`config.mk`:
```
export PLATFORM = sky130hd
export DESIGN_NAME = iter_shifter
export DESIGN_NICKNAME = d
export VERILOG_FILES = /design/src/rtl/iter_shift_pkg.sv /design/src/rtl/iter_rst_sync.sv /design/src/rtl/iter_shift_step.sv /design/src/rtl/iter_shift_ctrl.sv /design/src/rtl/iter_shifter.sv
export SDC_FILE = /design/constraint.sdc
export NUM_CORES = 1
export LEC_CHECK = 0
export BUFFER_PORTS_ARGS = -buffer_cell sky130_fd_sc_hd__buf_2
export CORE_MARGIN = 2
export CORE_UTILIZATION = 52
export CTS_BUF_LIST = sky130_fd_sc_hd__clkbuf_4
export CTS_CLUSTER_DIAMETER = 50
export DETAILED_ROUTE_END_ITERATION = 6
export PLACE_DENSITY = 0.8
export SYNTH_ARGS = -nofsm -noshare
export SYNTH_HDL_FRONTEND = slang
export SYNTH_HIERARCHICAL = 1
export SYNTH_SLANG_ARGS = --single-unit
```
`constraint.sdc`:
```
create_clock -name clk -period 2.2 [get_ports clk]
set_input_delay 0.44 -clock clk [delete_from_list [all_inputs] [get_ports clk]]
set_output_delay 0.44 -clock clk [all_outputs]
set_load 0.05 [all_outputs]
```
`src/rtl/iter_shift_pkg.sv`:
```
package iter_shift_pkg;

  typedef enum logic [1:0] {
    SH_LEFT   = 2'b00,
    SH_LRIGHT = 2'b01,
    SH_ARIGHT = 2'b10,
    SH_LALT   = 2'b11
  } shift_op_e;

  typedef enum logic [1:0] {
    ST_IDLE  = 2'b00,
    ST_SHIFT = 2'b01,
    ST_DONE  = 2'b10
  } shift_state_e;

endpackage

```
`src/rtl/iter_rst_sync.sv`:
```
module iter_rst_sync #(
  parameter int STAGES = 2
) (
  input  logic clk,
  input  logic rst_n,
  output logic rst_n_sync
);

  logic [STAGES-1:0] sync_q;

  // Assert asynchronously, release after STAGES clean edges.
  always_ff @(posedge clk or negedge rst_n) begin
    if (!rst_n) begin
      sync_q <= '0;
    end else begin
      sync_q <= {sync_q[STAGES-2:0], 1'b1};
    end
  end

  assign rst_n_sync = sync_q[STAGES-1];

endmodule

```
`src/rtl/iter_shift_step.sv`:
```
module iter_shift_step
  import iter_shift_pkg::*;
#(
  parameter int WIDTH          = 32,
  parameter bit LEFT_VIA_ADDER = 1'b1
) (
  input  shift_op_e          op,
  input  logic [WIDTH-1:0]   din,
  output logic [WIDTH-1:0]   dout
);

  logic [WIDTH-1:0] left_val;
  logic [WIDTH-1:0] right_val;
  logic             top_fill;

  // Left step: x + x doubles the value, the carry out falls off the top.
  generate
    if (LEFT_VIA_ADDER) begin : g_left_add
      logic [WIDTH:0] sum;
      always_comb begin
        sum      = {1'b0, din} + {1'b0, din};
        left_val = sum[WIDTH-1:0];
      end
    end else begin : g_left_wire
      always_comb begin
        left_val = {din[WIDTH-2:0], 1'b0};
      end
    end
  endgenerate

  // Right step: dedicated one-bit path, fill chosen by operation.
  always_comb begin
    top_fill  = (op == SH_ARIGHT) ? din[WIDTH-1] : 1'b0;
    right_val = {top_fill, din[WIDTH-1:1]};
  end

  always_comb begin
    if (op == SH_LEFT) begin
      dout = left_val;
    end else begin
      dout = right_val;
    end
  end

  // R2 left step leaves bit 0 clear
  always_comb begin
    a_r2_left_zero_fill: assert (!(op == SH_LEFT) || (dout[0] == 1'b0));
  end

  // R4 arithmetic step keeps the sign bit
  always_comb begin
    a_r4_sign_kept: assert (!(op == SH_ARIGHT) || (dout[WIDTH-1] == din[WIDTH-1]));
  end

endmodule

```
`src/rtl/iter_shift_ctrl.sv`:
```
module iter_shift_ctrl
  import iter_shift_pkg::*;
#(
  parameter int CNT_W = 5
) (
  input  logic             clk,
  input  logic             rst_n,
  input  logic             start,
  input  logic [CNT_W-1:0] count,
  output logic             accept,
  output logic             zero_req,
  output logic             stepping,
  output logic             last_step,
  output logic             busy,
  output logic             done
);

  shift_state_e     state_q, state_d;
  logic [CNT_W-1:0] cnt_q, cnt_d;
  logic             cnt_en;

  always_comb begin
    accept    = start && (state_q == ST_IDLE);
    zero_req  = accept && (count == '0);
    stepping  = (state_q == ST_SHIFT);
    last_step = stepping && (cnt_q == CNT_W'(1));
  end

  // Next-state logic
  always_comb begin
    state_d = state_q;
    case (state_q)
      ST_IDLE: begin
        if (accept) begin
          state_d = (count == '0) ? ST_DONE : ST_SHIFT;
        end
      end
      ST_SHIFT: begin
        if (cnt_q == CNT_W'(1)) begin
          state_d = ST_DONE;
        end
      end
      ST_DONE: begin
        state_d = ST_IDLE;
      end
      default: begin
        state_d = ST_IDLE;
      end
    endcase
  end

  // Counter next value and enable
  always_comb begin
    cnt_en = accept || stepping;
    if (accept) begin
      cnt_d = count;
    end else begin
      cnt_d = cnt_q - CNT_W'(1);
    end
  end

  always_ff @(posedge clk or negedge rst_n) begin
    if (!rst_n) begin
      state_q <= ST_IDLE;
    end else begin
      state_q <= state_d;
    end
  end

  always_ff @(posedge clk or negedge rst_n) begin
    if (!rst_n) begin
      cnt_q <= '0;
    end else if (cnt_en) begin
      cnt_q <= cnt_d;
    end
  end

  assign busy = (state_q == ST_SHIFT);
  assign done = (state_q == ST_DONE);

  // R7 done lasts one cycle
  a_r7_done_pulse: assert property (@(posedge clk) disable iff (!rst_n)
    done |=> !done);

  // R7 busy and done exclusive
  a_r7_busy_done_excl: assert property (@(posedge clk) disable iff (!rst_n)
    !(busy && done));

  // R6 one count consumed per busy cycle
  a_r6_count_step: assert property (@(posedge clk) disable iff (!rst_n)
    busy |=> (cnt_q == CNT_W'($past(cnt_q) - CNT_W'(1))));

  // R10 zero amount finishes at once
  a_r10_zero_done: assert property (@(posedge clk) disable iff (!rst_n)
    (accept && (count == '0)) |=> done);

  // R5 nonzero amount enters busy
  a_r5_busy_entry: assert property (@(posedge clk) disable iff (!rst_n)
    (accept && (count != '0)) |=> busy);

  // R8 request during busy does not cut the operation short
  a_r8_start_busy_ignored: assert property (@(posedge clk) disable iff (!rst_n)
    (busy && start) |=> (busy || done));

  // R8 request during done returns to idle
  a_r8_start_done_ignored: assert property (@(posedge clk) disable iff (!rst_n)
    (done && start) |=> (!busy && !done));

endmodule

```
`src/rtl/iter_shifter.sv`:
```
module iter_shifter
  import iter_shift_pkg::*;
#(
  parameter int WIDTH          = 32,
  parameter int CNT_W          = $clog2(WIDTH),
  parameter bit LEFT_VIA_ADDER = 1'b1,
  parameter int SYNC_STAGES    = 2
) (
  input  logic             clk,
  input  logic             rst_n,
  input  logic             start,
  input  logic [1:0]       op,
  input  logic [WIDTH-1:0] operand,
  input  logic [CNT_W-1:0] count,
  output logic             busy,
  output logic             done,
  output logic [WIDTH-1:0] result
);

  logic             rst_n_int;
  logic             accept, zero_req, stepping, last_step;
  shift_op_e        op_q;
  logic [WIDTH-1:0] work_q, work_d, step_out;
  logic [WIDTH-1:0] result_q, result_d;
  logic             work_en, result_en;

  iter_rst_sync #(
    .STAGES (SYNC_STAGES)
  ) u_rst (
    .clk        (clk),
    .rst_n      (rst_n),
    .rst_n_sync (rst_n_int)
  );

  iter_shift_ctrl #(
    .CNT_W (CNT_W)
  ) u_ctrl (
    .clk       (clk),
    .rst_n     (rst_n_int),
    .start     (start),
    .count     (count),
    .accept    (accept),
    .zero_req  (zero_req),
    .stepping  (stepping),
    .last_step (last_step),
    .busy      (busy),
    .done      (done)
  );

  iter_shift_step #(
    .WIDTH          (WIDTH),
    .LEFT_VIA_ADDER (LEFT_VIA_ADDER)
  ) u_step (
    .op   (op_q),
    .din  (work_q),
    .dout (step_out)
  );

  // Working value: loaded on accept, stepped while shifting
  always_comb begin
    work_en = accept || stepping;
    work_d  = accept ? operand : step_out;
  end

  // Result: written once per completed request
  always_comb begin
    result_en = zero_req || last_step;
    result_d  = zero_req ? operand : step_out;
  end

  always_ff @(posedge clk or negedge rst_n_int) begin
    if (!rst_n_int) begin
      op_q <= SH_LEFT;
    end else if (accept) begin
      op_q <= shift_op_e'(op);
    end
  end

  always_ff @(posedge clk or negedge rst_n_int) begin
    if (!rst_n_int) begin
      work_q <= '0;
    end else if (work_en) begin
      work_q <= work_d;
    end
  end

  always_ff @(posedge clk or negedge rst_n_int) begin
    if (!rst_n_int) begin
      result_q <= '0;
    end else if (result_en) begin
      result_q <= result_d;
    end
  end

  assign result = result_q;

  // R9 result moves only when done appears
  a_r9_result_hold: assert property (@(posedge clk) disable iff (!rst_n_int)
    (result != $past(result)) |-> done);

  // R1 quiet outputs during reset
  always_comb begin
    if (!rst_n_int) begin
      a_r1_reset_quiet: assert (!busy && !done && (result == '0));
    end
  end

endmodule

```
Word-level counts from Yosys, hierarchy flattened
Index checks and enable logic that the tools add are counted.
- muxes and demuxes: 9
- equal/unequal tests: 6
- add/sub/neg operators: 2
- reductions and logical operators: 9
- operators by type and width (kind ; number):
    2-to-1 mux 32 bit ; 3
    adder 32 bit ; 1
    2-to-1 mux 2 bit ; 3
    equality test 5 x 1 -> 1 bit, second input constant ; 1
    logical NOT 5 bit ; 1
    2-to-1 mux 5 bit ; 1
    subtractor 5 x 1 -> 5 bit, second input constant ; 1
    equality test 2 bit, second input constant ; 2
    logical NOT 2 bit ; 2
    != test 2 bit, second input constant ; 2
    case mux 2 bit (2 select lines) ; 1
    logical AND 1 bit ; 3
    equality test 2 x 1 -> 1 bit, second input constant ; 1
    logical OR 1 bit ; 2
    AND reduction 2 bit ; 1
    2-to-1 mux 1 bit ; 1
- input bits: 42
- register bits: 75

Logic depth before layout (Yosys ltp)
- word-level depth: 4
- mapped depth: 8
- mapped depth without buffers: 6

Hierarchy
Netlist, hierarchy kept.
- modules (own cells, without submodules) (module ; cells each ; instances ; area an instance (µm²) ; sequential area each (µm²)):
    iter_shifter ; 282 ; 1 ; 3090.5 ; 1651.6
    iter_shift_step ; 37 ; 1 ; 525.5 ; 0.0
    iter_shift_ctrl ; 56 ; 1 ; 476.7 ; 175.2
    iter_rst_sync ; 3 ; 1 ; 53.8 ; 50.0

Least setup slack after synthesis
OpenSTA, ideal clock, no wires.
- kind: reg-to-reg
- start point: reg u_ctrl.cnt_q[1]
- end point: reg result_q[0], in the netlist result[0]
- cell stages (with the launch flop): 9
- slack: 0.468 ns
- data arrival time: 1.600 ns
- library setup time: 0.132 ns
- buffers on the path: 2
- cell sequence: dfrtp_1 inv_1 ha_1 nor4b_1 and2_1 buf_6 buf_12 mux2i_1 o21ai_1
- cells in the longest elaborated chain, start to end: 3
- RTL lines (item ; RTL line ; source):
    start: declaration ; iter_shift_ctrl.sv:19 ; logic [CNT_W-1:0] cnt_q, cnt_d;
    start signal: assignment ; iter_shift_ctrl.sv:74 ; cnt_q <= cnt_d;
    equality test 5 x 1 -> 1 bit ; iter_shift_ctrl.sv:26 ; last_step = stepping && (cnt_q == CNT_W'(1));
    logical AND 1 bit ; iter_shift_ctrl.sv:26 ;
    net last_step ; iter_shifter.sv:21 ; logic accept, zero_req, stepping, last_step;
    logical OR 1 bit ; iter_shifter.sv:67 ; result_en = zero_req || last_step;
    end signal: assignment ; iter_shifter.sv:91 ; result_q <= result_d;
    end: declaration ; iter_shifter.sv:24 ; logic [WIDTH-1:0] result_q, result_d;
The timed path passes the listed nets, and every way through them passes these cells.
A chain may end at the register's enable or synchronous reset.

Worst setup path after layout
- start point: reg u_ctrl.cnt_q[1]
- end point: reg result_q[24], in the netlist result[24]
The elaborated chain is that of the path after synthesis.

==> impl_metrics.tcl <==
set metrics [dict create \
    diodes 0 \
    skew_ns 0.0149 \
    wl_mm 8.57 \
    critPathLaunchType "register" \
    grt_pass1_vias 2975 \
    ys_ff_latch 75 \
    end_kind "register" \
    ctsResizeCount 0 \
    io_buffers 75 \
    layout.nets 493 \
    path_max_fanout 14 \
    synth_warnings 6 \
    clk_pin_slew_ns 0.11 \
    placedInstanceArea_sq_um 4530 \
    ys.flop_type "dfrtp_1" \
    ys_seq_area_share_pct 45.3 \
    drive_gt1_share_pct 30.8 \
    drc 0 \
    grt_overflow 0 \
    crit_end "result[24]" \
    setup_tns_ns 0 \
    cts_root_buf "clkbuf_4" \
    final_area_sq_um 4630 \
    viasPerCell 5.37 \
    setup_viol_count_final 0 \
    initial_core_util_pct 53.7 \
    clock-sinks 75 \
    cts_max_path_buffers 2 \
    synth_nets 422 \
    fmax_mhz 497 \
    reg2reg_slack_ns 0.19 \
    dr.pass1.iters 4 \
    drtIter0Drc 133 \
    tightest_slew_ns 0.570 \
    grt_usage_pct 20.8 \
    final_core_util_pct 59.9 \
    die_x_microns 93.3 \
    crit-reg2reg-launch "u_ctrl/cnt_q[1]" \
    power_mw 7.45 \
    fillCellCount 622 \
    crit_start "u_ctrl/cnt_q[1]" \
    area_delta_synth_final_pct 11.7 \
    fin_cells 554 \
    required_ns 2.49 \
    worst_hold_path_type "in -> reg" \
    holdBufCountCts 1 \
    post_cts_buffers 0 \
    num_rows 32 \
    htreeDepth 3 \
    p_leak_nw 2.10 \
    vdd_ir_drop_max_mv 0.574 \
    rr_worst_depth 7 \
    cap_viol_max_count 0 \
    rr_endpoint "result[24]" \
    fp.dieArea_sq_um 8700 \
    status "finished clean" \
    clk_latency_ns 0.40 \
    synth_area_leaders "dfrtp_1 (45%), mux2i_1 (16%), mux2_4 (11%)" \
    synth_top_area_share_pct 45.3 \
    tritoncts "done" \
    relSlewSlack_pct 62.0 \
    grt_pass1_wl_mm 14.2 \
    crit_arrival_ns 2.30 \
    io_pins 76 \
    slew_viol_final 0 \
    synth_area_sq_um 4150 \
    cts_buffers 9 \
    synth.largest_area_cell "dfrtp_1" \
    rsz0062_at_grt "false" \
    route.antenna.remaining_nets 0 \
    fin_crit_sh_pct 91.4 \
    avgSynthCellArea_sq_um 11.0 \
    async_reset_ff_share_pct 100 \
    dp_hpwl_mm 6.16 \
    synthCells 378 \
    dp_cells 539 \
    power.density_nw_per_um2 1610 \
    wl_per_cell_microns 15.5 \
    vias 2973 \
    post-route-min-period_ns 2.01 \
    synth_edf_count 0 \
    crit_type "reg -> reg" \
    gp_congestion 0.786 \
    grt_max_degree 52 \
    design.core.area_sq_um 7730 \
    antenna_found_initial 0 \
    hold_viol 0 \
    synth.distinct_cells 40 \
    die_h_microns 93.3 \
]
==> worst min-delay path by stage <==
| stage | start | end | slack [ns] | depth (start not counted) |
|---|---|---|---|---|
| after CTS | operand[25] | work_q[25] | 0.23 | 3 |
| after floorplan | rst_n | u_rst/sync_q[0] | 0.14 | 0 |
| after global routing | operand[5] | work_q[5] | 0.24 | 3 |
| after detailed placement | rst_n | u_rst/sync_q[0] | 0.23 | 1 |
| final | operand[25] | work_q[25] | 0.25 | 3 |
| after global placement | rst_n | u_rst/sync_q[0] | 0.23 | 1 |
==> report_power, final <==
group	internal [mW]	switching, mW	leakage [nW]	total [mW]
sequential	2.04	0.493	0.874	2.53
clock	0.224	0.439	0.0532	0.663
combinational	1.75	2.50	1.17	4.26
==> cells in the final DEF, fill, tap and decap left out, drive strengths merged, types with 2 or more instances in the layout <==
cell type	count
buf	87
dfrtp	75
nand2	66
o21ai	66
mux2i	65
mux2	32
clkbuf	10
a21oi	5
inv	5
nor2	5
nor3	4
nand2b	3
clkinv	3
o22ai	2
or3	2
ha	2
==> stage by stage <==
stage / hold slack [ns] / worst slack, ns
after global placement: 0.226 / 0.348
after detailed placement: 0.233 / 0.245
after floorplan: 0.144 / 0.468
after global routing: 0.236 / 0.0981
final: 0.255 / 0.190
after CTS: 0.229 / 0.179
==> synthesized netlist by cell type (all sizes together), types with 2 or more instances <==
cell type / n
clkbuf: 4
buf: 24
mux2i: 65
nor2: 5
nand2: 66
inv: 5
nand2b: 3
a21oi: 5
or3: 2
mux2: 32
nor3: 4
o22ai: 2
ha: 2
dfrtp: 75
o21ai: 66
==> worst max-delay path, cell delays in order (launching register included) <==
cell and delay, ns:
dfrtp_1 0.40, inv_1 0.12, ha_1 0.15, nor4b_1 0.41, and2_2 0.29, buf_12 0.18
mux2i_1 0.27, o21ai_1 0.09
==> state kept, by name, indices dropped and copies added (netlist names) <==
name            flops
op_q                2
result             32
u_ctrl/cnt_q        5
u_ctrl/state_q      2
u_rst/sync_q        2
work_q             32
==> layout make-up <==
class	instances	area [sq um]	area share (%)
flip-flops and latches	75	1880	40.5
clock buffers	10	75.1	1.62
inverters	5	18.8	0.405
multi-input cells	270	1990	42.9
well taps	102	128	2.76
repair buffers	88	526	11.3
clock inverters	4	20.0	0.432
==> metal layers <==
layer  wire length [microns]  global-route usage (%)
met5                       0                       0
met4                     152                    6.37
met3                     494                    5.56
met2                    4160                    33.5
met1                    3760                    27.4
==> cell families after synthesis <==
logic type / share of synthesized area [%]
compound gates: 10.1
fa+ha+maj: 0.603
buf+inv: 7.15
flops: 45.3
mux: 27.0
other cells: 0.0904
simple gates: 9.78
(Power assumes the default switching activity.)
